<file path="config.mk">
export PLATFORM = sky130hd
export DESIGN_NAME = dual_timer
export DESIGN_NICKNAME = d
export VERILOG_FILES = /design/src/rtl/dt_pkg.sv /design/src/rtl/dt_prescaler.sv /design/src/rtl/dt_counter.sv /design/src/rtl/dual_timer.sv
export SDC_FILE = /design/constraint.sdc
export NUM_CORES = 1
export LEC_CHECK = 0
export ABC_AREA = 1
export BUFFER_PORTS_ARGS = -buffer_cell sky130_fd_sc_hd__buf_2
export CAP_MARGIN = 20
export CORE_MARGIN = 2
export CORE_UTILIZATION = 40
export CTS_CLUSTER_DIAMETER = 100
export CTS_CLUSTER_SIZE = 20
export DETAILED_ROUTE_END_ITERATION = 12
export PLACE_DENSITY = 0.65
export SLEW_MARGIN = 40
export SYNTH_ARGS = -nofsm -noshare
export SYNTH_HDL_FRONTEND = slang
export SYNTH_SLANG_ARGS = --single-unit
</file>
<file path="constraint.sdc">
create_clock -name clk -period 2.6 [get_ports clk]
set_input_delay 0.39 -clock clk [delete_from_list [all_inputs] [get_ports clk]]
set_output_delay 0.39 -clock clk [all_outputs]
set_load 0.1 [all_outputs]
</file>
<file path="src/rtl/dt_pkg.sv">
package dt_pkg;

    // Per-timer control byte, MSB first
    typedef struct packed {
        logic       en;
        logic       periodic;
        logic       irq_en;
        logic       spare;
        logic [1:0] presc;
        logic       size32;
        logic       oneshot;
    } tmr_ctrl_t;

    typedef enum logic [1:0] {
        ST_IDLE = 2'd0,
        ST_RUN  = 2'd1,
        ST_HALT = 2'd2
    } cnt_state_e;

    typedef enum logic [2:0] {
        RG_LOAD   = 3'd0,
        RG_VALUE  = 3'd1,
        RG_CTRL   = 3'd2,
        RG_CLEAR  = 3'd3,
        RG_RAW    = 3'd4,
        RG_MASKED = 3'd5,
        RG_BGLOAD = 3'd6,
        RG_SPARE  = 3'd7
    } reg_idx_e;

    localparam int CTRL_W = 8;

endpackage

</file>
<file path="src/rtl/dt_prescaler.sv">
module dt_prescaler #(
    parameter int PRE_W  = 8,
    parameter int FINE_W = 4
) (
    input  logic       clk,
    input  logic       rst_n,
    input  logic       run,
    input  logic       restart,
    input  logic [1:0] sel,
    output logic       tick
);

    logic [PRE_W-1:0] pre_q;
    logic             hit;

    always_ff @(posedge clk or negedge rst_n) begin
        if (!rst_n) begin
            pre_q <= '0;
        end else if (!run || restart) begin
            pre_q <= '0;
        end else begin
            pre_q <= pre_q + 1'b1;
        end
    end

    always_comb begin
        unique case (sel)
            2'd0:    hit = 1'b1;
            2'd1:    hit = &pre_q[FINE_W-1:0];
            default: hit = &pre_q;
        endcase
    end

    assign tick = run && !restart && hit;

endmodule

</file>
<file path="src/rtl/dt_counter.sv">
module dt_counter
    import dt_pkg::*;
#(
    parameter int W      = 32,
    parameter int PRE_W  = 8,
    parameter int FINE_W = 4
) (
    input  logic              clk,
    input  logic              rst_n,
    input  logic              wr_load,
    input  logic              wr_bgload,
    input  logic              wr_ctrl,
    input  logic              wr_clr,
    input  logic [W-1:0]      wdata,
    output logic [CTRL_W-1:0] ctrl_o,
    output logic [W-1:0]      load_o,
    output logic [W-1:0]      value_o,
    output logic              raw_o,
    output logic              irq_o
);

    localparam int H = W / 2;

    tmr_ctrl_t  ctrl_q;
    cnt_state_e state_q, state_d;
    logic [W-1:0] load_q, value_q, value_d;
    logic         raw_q, raw_d;
    logic         run, tick, at_one, at_zero, set_evt;
    logic [W-1:0] dec_v, wrap_v, reload_v;

    // ---------------- configuration registers ----------------
    always_ff @(posedge clk or negedge rst_n) begin
        if (!rst_n) begin
            ctrl_q <= '0;
            load_q <= '0;
        end else begin
            if (wr_ctrl) ctrl_q <= tmr_ctrl_t'(wdata[CTRL_W-1:0]);
            if (wr_load || wr_bgload) load_q <= wdata;
        end
    end

    // ---------------- tick generation ----------------
    assign run = (state_q == ST_RUN) && ctrl_q.en;

    dt_prescaler #(.PRE_W(PRE_W), .FINE_W(FINE_W)) u_presc (
        .clk     (clk),
        .rst_n   (rst_n),
        .run     (run),
        .restart (wr_load),
        .sel     (ctrl_q.presc),
        .tick    (tick)
    );

    // ---------------- counted-part views ----------------
    always_comb begin
        if (ctrl_q.size32) begin
            at_one   = (value_q == W'(1));
            at_zero  = (value_q == '0);
            dec_v    = value_q - 1'b1;
            wrap_v   = '1;
            reload_v = load_q;
        end else begin
            at_one   = (value_q[H-1:0] == H'(1));
            at_zero  = (value_q[H-1:0] == '0);
            dec_v    = {value_q[W-1:H], value_q[H-1:0] - 1'b1};
            wrap_v   = {value_q[W-1:H], {H{1'b1}}};
            reload_v = {value_q[W-1:H], load_q[H-1:0]};
        end
    end

    // ---------------- state register ----------------
    always_ff @(posedge clk or negedge rst_n) begin
        if (!rst_n) state_q <= ST_IDLE;
        else        state_q <= state_d;
    end

    // ---------------- next-state logic ----------------
    always_comb begin
        state_d = state_q;
        unique case (state_q)
            ST_IDLE: begin
                if (ctrl_q.en) state_d = ST_RUN;
            end
            ST_RUN: begin
                if (!ctrl_q.en)
                    state_d = ST_IDLE;
                else if (tick && ctrl_q.oneshot && (at_one || at_zero))
                    state_d = ST_HALT;
            end
            ST_HALT: begin
                if (!ctrl_q.en)   state_d = ST_IDLE;
                else if (wr_load) state_d = ST_RUN;
            end
            default: state_d = ST_IDLE;
        endcase
    end

    // ---------------- datapath outputs ----------------
    always_comb begin
        value_d = value_q;
        set_evt = 1'b0;
        if (wr_load) begin
            value_d = wdata;
        end else if (tick) begin
            if (at_zero) begin
                if (ctrl_q.oneshot)       value_d = value_q;
                else if (ctrl_q.periodic) value_d = reload_v;
                else                      value_d = wrap_v;
            end else begin
                value_d = dec_v;
                set_evt = at_one;
            end
        end
        if (set_evt)     raw_d = 1'b1;
        else if (wr_clr) raw_d = 1'b0;
        else             raw_d = raw_q;
    end

    always_ff @(posedge clk or negedge rst_n) begin
        if (!rst_n) begin
            value_q <= '1;
            raw_q   <= 1'b0;
        end else begin
            value_q <= value_d;
            raw_q   <= raw_d;
        end
    end

    assign ctrl_o  = ctrl_q;
    assign load_o  = load_q;
    assign value_o = value_q;
    assign raw_o   = raw_q;
    assign irq_o   = raw_q && ctrl_q.irq_en;

    // ---------------- assertions ----------------
    a_r3_load_takes: assert property (@(posedge clk) disable iff (!rst_n)
        wr_load |=> (value_q == $past(wdata)));

    a_r7_halt_holds: assert property (@(posedge clk) disable iff (!rst_n)
        (state_q == ST_HALT && !wr_load) |=> $stable(value_q));

    a_r8_upper_kept: assert property (@(posedge clk) disable iff (!rst_n)
        (!ctrl_q.size32 && !wr_load) |=> (value_q[W-1:H] == $past(value_q[W-1:H])));

    a_r10_rise_at_zero: assert property (@(posedge clk) disable iff (!rst_n)
        $rose(raw_q) |-> (ctrl_q.size32 ? (value_q == '0) : (value_q[H-1:0] == '0)));

    a_r10_clear_wins: assert property (@(posedge clk) disable iff (!rst_n)
        (wr_clr && !tick) |=> !raw_q);

    a_r12_idle_holds: assert property (@(posedge clk) disable iff (!rst_n)
        (!ctrl_q.en && !wr_load) |=> $stable(value_q));

endmodule

</file>
<file path="src/rtl/dual_timer.sv">
module dual_timer
    import dt_pkg::*;
#(
    parameter int NUM_TMR = 2,
    parameter int ADDR_W  = 8,
    parameter int DATA_W  = 32,
    parameter int PRE_W   = 8,
    parameter int FINE_W  = 4
) (
    input  logic               clk,
    input  logic               rst_n,
    input  logic               psel,
    input  logic               penable,
    input  logic               pwrite,
    input  logic [ADDR_W-1:0]  paddr,
    input  logic [DATA_W-1:0]  pwdata,
    output logic [DATA_W-1:0]  prdata,
    output logic [NUM_TMR-1:0] irq_tmr,
    output logic               irq_any
);

    localparam int MOD_LSB = 5;
    localparam int MOD_W   = (NUM_TMR > 1) ? $clog2(NUM_TMR) : 1;
    localparam int TOP_LSB = MOD_LSB + MOD_W;

    logic              wr_en, in_range;
    logic [MOD_W-1:0]  mod_sel;
    reg_idx_e          idx;
    logic [DATA_W-1:0] rd_arr [NUM_TMR];

    assign wr_en    = psel && penable && pwrite;
    assign in_range = (paddr[ADDR_W-1:TOP_LSB] == '0) && (paddr[1:0] == 2'b00);
    assign mod_sel  = paddr[MOD_LSB +: MOD_W];
    assign idx      = reg_idx_e'(paddr[4:2]);

    for (genvar gi = 0; gi < NUM_TMR; gi++) begin : g_tmr
        logic              hit;
        logic [CTRL_W-1:0] ctrl;
        logic [DATA_W-1:0] load_v, value_v;
        logic              raw, irq;

        assign hit = wr_en && in_range && (mod_sel == MOD_W'(gi));

        dt_counter #(.W(DATA_W), .PRE_W(PRE_W), .FINE_W(FINE_W)) u_cnt (
            .clk       (clk),
            .rst_n     (rst_n),
            .wr_load   (hit && idx == RG_LOAD),
            .wr_bgload (hit && idx == RG_BGLOAD),
            .wr_ctrl   (hit && idx == RG_CTRL),
            .wr_clr    (hit && idx == RG_CLEAR),
            .wdata     (pwdata),
            .ctrl_o    (ctrl),
            .load_o    (load_v),
            .value_o   (value_v),
            .raw_o     (raw),
            .irq_o     (irq)
        );

        assign irq_tmr[gi] = irq;

        always_comb begin
            unique case (idx)
                RG_LOAD, RG_BGLOAD: rd_arr[gi] = load_v;
                RG_VALUE:           rd_arr[gi] = value_v;
                RG_CTRL:            rd_arr[gi] = {{(DATA_W-CTRL_W){1'b0}}, ctrl};
                RG_RAW:             rd_arr[gi] = {{(DATA_W-1){1'b0}}, raw};
                RG_MASKED:          rd_arr[gi] = {{(DATA_W-1){1'b0}}, irq};
                default:            rd_arr[gi] = '0;
            endcase
        end
    end

    assign prdata  = in_range ? rd_arr[mod_sel] : '0;
    assign irq_any = |irq_tmr;

endmodule

</file>
==> reports/metrics.cfg, run 1 <==
[setup_path]
path_class=input pin to output port
worst_ep_required_time_ns=2.21
crit_path_end_kind=output port
critPathMaxFanout=39
crit_path_start_kind=input pin
cp.arrival_ns=2.06

[sta]
max_slew_margin_pct=61.47
tightest_slew_ns=0.5764
fin_setup_tns_ns=0
fin_skew_ns=0.009415
fin_crit_ns=2.449
rsz0062_at_grt=no
post-route-period-util_pct=94.20
finalSetupViolations=0
final-hold-violation-count=0
setup_ws_ns=0.1509
slew_violations=0
fmax_ghz=0.4083

[pwr]
p_comb_share_pct=13.0
p_leak_uw=0.006747
pwr_density_cell_nw_per_um2=467.4
peakVddDrop_v=0.0004681
seqPwrFrac_pct=41.6
intPower_uw=4716
p_clk_share_pct=45.4
power.share.switching_pct=27.36
switching_power_uw=1776

[die]
die-area_um2=30250
ios=80
start_util_pct=40.46
rows=62
fp.dieW_um=173.9
coreArea_um2=28550
die_h_um=173.9

[synthesis]
synth-seq-cells=166
syn_area_um2=11550
synth_warnings=0
yosys.area.top_type_share_pct=22.10
async_flop_share_pct=100.0
yosys_most_used_dff=dfrtp_1
synth-edff-count=0
synth_nets=1755
ys_types=48
synth.largest_area_cell=dfrtp_1
yosysSeqAreaShare_pct=36.66
ys_top_cells_by_area=dfrtp_1, nand2_1, dfstp_2
syn_avg_cell_area_um2=6.779
synth_cells=1704

[job]
max_cap_viol_count=0

[clock_network]
post_cts_buffers=0
insertion_delay_ns=0.44
clk_pin_slew_ns=0.07
cts_tree=done
clkSinkCount=166
clockBufferDepth=2
htreeDepth=4
cts_inserted_buffers=17
cts_root_buf=clkbuf_16

[routing]
first_pass_iters=5
drc=0
avgViaCountPerCell=5.403
routedWlPerCell_um=17.92
vias=11660
drtIter0Drc=1153
wl_mm=38.65
ant_nets=0

[global_routing]
grt_pass1_wl_mm=62.14
gr-total-overflow=0
grt_pass1_vias=10980
track_usage_pct=26.10
grt_max_degree=65
antenna_found_initial=0

[finish]
nFillCells=2872
nets=1811
drive_gt1_share_pct=18.27
postLayoutCoreUtil_pct=48.66
diodes=0
areaGrowthSynthToFinish_pct=20.26
instances_no_fill=2157

[worst_hold_path]
min_path_type=input pin to flop

[placement]
dp_hpwl_mm=29.56
io_buffers=79
gp_congestion=0.9957
dp_cells=2124
dp_slack_ns=0.1770

[outcome]
status=finished, final reports clean

[state kept, by name, summed over array words and instances, names as in the netlist]
| register | flops |
|---|---|
| g_tmr.u_cnt.u_presc.pre_q | 16 |
| g_tmr.u_cnt.load_o | 64 |
| g_tmr.u_cnt.state_q | 4 |
| g_tmr.u_cnt.raw_o | 2 |
| g_tmr.u_cnt.value_o | 64 |
| g_tmr.u_cnt.ctrl_o | 16 |
[cell usage in the layout (no fill, tap or decap), types with 3 or more instances in the layout]
master,n
nor3_4,24
buf_4,30
o211ai_1,8
ha_1,6
xnor2_1,11
o21ai_4,3
nand2_1,534
a221oi_1,55
dfrtp_1,102
nand3b_1,6
nand3_2,6
nor3_1,16
o2111ai_1,4
bufinv_16,6
nand2_4,10
o21bai_1,5
buf_12,39
inv_6,4
xor2_1,15
buf_2,46
nor3_2,5
nand3_1,132
nand4_1,33
nor2_4,11
nand2_2,5
clkbuf_16,17
o21ai_0,113
nor2_1,232
a21oi_1,24
inv_1,133
o21ai_1,3
dfstp_2,64
inv_2,10
and3_1,6
or2_2,28
[metrics by stage]
step                      total power, µW  hold WS [ns]  cell area (µm²)
after detailed placement             3576        0.3985            13210
after CTS                            6529        0.1929            13890
final                                6493        0.1967            13890
after global routing                 6742        0.1975            13890
after global placement               3566        0.3931            13210
after floorplan                      3249       0.09441            11880
[routing by layer]
metal / GRT usage (%) / share of wire, % / vias up
met5: 0 / 0 / -
met4: 8.368 / 2.2 / 0
met3: 2.581 / 6.1 / 48
met2: 40.44 / 46 / 411
met1: 38.36 / 46 / 5508
li1: - / - / 5688
[worst max-delay path, cell delays in order]
cell and delay (ns):
buf_2 0.12, inv_2 0.11, nand2_1 0.12, o21ai_4 0.36, buf_12 0.26, a221oi_1 0.13, nor3_2 0.32, buf_12 0.22
[worst paths after layout]
path	from	endpoint	slack (ns)	cells after the start
setup / recovery	paddr[2]	prdata[18]	0.15	8
setup reg to reg	g_tmr[0].u_cnt.value_o[0]	g_tmr[0].u_cnt.value_o[24]	0.31	15
max in group asynchronous	rst_n	g_tmr[1].u_cnt.value_o[29]	1.33	3
min in group asynchronous	rst_n	g_tmr[1].u_cnt.u_presc.pre_q[3]	0.48	2
hold reg to reg	g_tmr[0].u_cnt.u_presc.pre_q[0]	g_tmr[0].u_cnt.u_presc.pre_q[0]	0.46	1
hold / removal	pwdata[6]	g_tmr[1].u_cnt.value_o[6]	0.20	3
[synth_stat cells (all sizes together) (8+ instances only)]
master  instances
xnor2          11
nor2          245
a21oi          25
clkbuf         43
nand4          33
o21ai         119
xor2           15
buf            37
dfstp          64
a221oi         55
or2            28
nor3           45
nand3         140
inv           145
dfrtp         102
nand2         550
o211ai          8
[area by class of cell]
class                      instances  area, µm²  share of cell area, %
clock buffer                      17      425.4                  3.063
clock inverter                    15      249.0                  1.792
inverter                         147      561.8                  4.044
multi-input combinational       1311       6683                  48.11
sequential                       166       4234                  30.48
tap                              384      480.5                  3.459
timing repair buffer             117       1257                  9.052
[power groups by stage]
| stage | logic, µW | registers, µW | clock network, µW |
|---|---|---|---|
| after floorplan | 527 | 2720 | 0 |
| after global placement | 822 | 2740 | 0 |
| after detailed placement | 832 | 2740 | 0 |
| after CTS | 838 | 2700 | 2990 |
| after global routing | 934 | 2710 | 3100 |
| final | 842 | 2700 | 2950 |
[cell families after synthesis]
| logic type | after synthesis | share of synthesized area, % |
|---|---|---|
| AND/OR/NAND/NOR | 1056 | 40.08 |
| buffers and inverters | 227 | 8.384 |
| AO/OA/AOI/OAI | 223 | 12.26 |
| flip-flops | 166 | 36.66 |
| XOR/XNOR | 26 | 1.971 |
| adder cells (fa/ha/maj) | 6 | 0.6499 |
[what timing repair did]
item                      4_1_cts  5_1_grt
hold endpoints to repair       37        0
hold buffers                    1        0
gates resized for setup         0        0
(Power assumes the default switching activity.)
==> inputs of run 2 (changes only) <==
--- a/constraint.sdc
+++ b/constraint.sdc
@@ -3,2 +3,2 @@
 set_output_delay 0.39 -clock clk [all_outputs]
-set_load 0.1 [all_outputs]
+set_load 0.05 [all_outputs]
==> reports/metrics.cfg, run 2 (same netlist as run 1, synthesis figures left out) <==
[outcome]
status=finished, final reports clean

[setup_path]
critPathMaxFanout=41  ; +5.1%
cpPeakStageDelay_ns=0.35  ; about the same
cp.arrival_ns=2.11  ; +0.05 ns
path_common_cell=buf_2
crit_chain=buf_2, inv_2, nand2_1, o21ai_4, buf_12, a221oi_1, nor3_1, buf_2
slowest_stage=nor3_1
crit_path_start_kind=input pin
crit_path_end_kind=output port
worst_ep_required_time_ns=2.21  ; about the same
path_class=input pin to output port

[global_routing]
grt_pass1_vias=10980  ; -0.027%
grt_max_degree=67  ; +3.1%
gr-total-overflow=0  ; unchanged
antenna_found_initial=0  ; unchanged
grt_pass1_wl_mm=60.67  ; -2.4%
track_usage_pct=25.19  ; -0.91 points

[finish]
diodes=0  ; unchanged
drive_gt1_share_pct=16.79  ; -1.5 points
layout_commonest_cell=nand2_1
postLayoutCoreUtil_pct=45.76  ; -2.9 points
multi_input_area_um2=6426  ; -3.8%
nets=1807  ; -0.22%
mostFrequentLayoutCells=nand2_1, nor2_1, inv_1
nFillCells=2992  ; +4.2%
instances_no_fill=2153  ; -0.19%
register_area_um2=4234  ; unchanged
areaGrowthSynthToFinish_pct=13.10
stdcell_area_um2=13060  ; -6.0%

[placement]
dpl_cell_area_um2=12450  ; -5.7%
gp_congestion=0.9512  ; -4.5%
dp_cells=2120  ; -0.19%
dp_hpwl_mm=28.44  ; -3.8%
io_buffers=79  ; unchanged

[sta]
hold_ws_ns=0.2065  ; +0.009771 ns
tightest_slew_ns=0.6901  ; +0.1137 ns
post-route-period-util_pct=96.34  ; +2.1 points
slew_violations=0  ; unchanged
max_slew_margin_pct=54.00  ; -7.5 points
fin_skew_ns=0.01012  ; +0.0007061 ns
final-hold-violation-count=0  ; unchanged
rsz0062_at_grt=no
fin_crit_ns=2.505  ; +0.05569 ns
fmax_ghz=0.3992  ; -2.2%
finalSetupViolations=0  ; unchanged

[die]
rows=62  ; unchanged
fp.dieW_um=173.9  ; unchanged
die-area_um2=30250  ; unchanged
ios=80  ; unchanged
start_util_pct=40.46  ; unchanged
die_h_um=173.9  ; unchanged
coreArea_um2=28550  ; unchanged

[pwr]
peakVddDrop_v=0.0004227  ; -9.7%
pwr_density_cell_nw_per_um2=468.3  ; +0.19%
total_power_uw=6118  ; -5.8%
p_leak_uw=0.006508  ; -3.5%

[clock_network]
htreeDepth=4  ; unchanged
clk_pin_slew_ns=0.06  ; about the same
cts_tree=done
cts_root_buf=clkbuf_16
cts_resized=0  ; unchanged
cts_inserted_buffers=17  ; unchanged
insertion_delay_ns=0.44  ; about the same
clockBufferDepth=2  ; unchanged
clkSinkCount=166  ; unchanged

[routing]
wl_mm=37.41  ; -3.2%
drc=0  ; unchanged
routedWlPerCell_um=17.37  ; -3.0%
first_pass_iters=6  ; +1
avgViaCountPerCell=5.452  ; +0.90%
ant_nets=0  ; unchanged
vias=11740  ; +0.71%
drtIter0Drc=1233  ; +6.9%

[job]
max_cap_viol_count=0  ; unchanged

[worst_hold_path]
min_path_type=input pin to flop

run 2: cell types whose count changed in the layout (fill, tap and decap cells not counted), moves of 3 or more:
cell / change
buf_2: +32
buf_12: -31
nor3_4: -24
nor3_1: +17
nor3_2: +7
buf_4: -5
bufinv_16: -3
inv_6: -3
run 2: layout make-up:
type                       instances  area share, %
inverter                         147          4.300
tap                              384          3.678
multi-input combinational       1311          49.19
clock buffer                      20          3.419
sequential                       166          32.41
clock inverter                    12          1.188
timing repair buffer             113          5.814
run 2: per-stage QoR:
stage	TNS [ns]	setup slack, ns
final	0	0.09521
after global routing	0	0.08171
after CTS	0	0.1375
after detailed placement	0	0.1417
after global placement	0	0.1805
after floorplan	-2.864	-0.1984
run 2: power by group:
group	internal, µW	total (µW)	switching, µW
Sequential	2640	2700	56.6
Combinational	244	768	524
Clock	1540	2650	1110
Total	4430	6120	1690
run 2: path summary, 6_finish.rpt:
kind,from,depth (start not counted),slack (ns),to
max in group asynchronous,rst_n,3,1.33,g_tmr[0].u_cnt.value_o[21]
min in group asynchronous,rst_n,2,0.53,g_tmr[1].u_cnt.load_o[2]
min,pwdata[6],3,0.21,g_tmr[1].u_cnt.value_o[6]
min reg2reg,g_tmr[1].u_cnt.u_presc.pre_q[0],1,0.47,g_tmr[1].u_cnt.u_presc.pre_q[0]
max reg2reg,g_tmr[1].u_cnt.value_o[0],12,0.30,g_tmr[1].u_cnt.value_o[5]
max,paddr[2],8,0.1,prdata[9]
run 2: routing by layer:
metal,global-route usage [%],wire length [µm]
met2,41.47,17750
met4,7.073,746
met1,34.38,16550
met5,0,0
met3,4.046,2358
run 2: worst max-delay path: cells and delay by family:
family                 cells  cell delay, ns
buffers and inverters      4            0.82
and+or+nand+nor            2            0.46
AOI/OAI and AO/OA          2            0.44
run 2: timing repair:
action,in CTS,in global routing
hold endpoints to repair,13,0
hold buffers,1,0
setup buffers,0,0
setup endpoints to repair,0,0
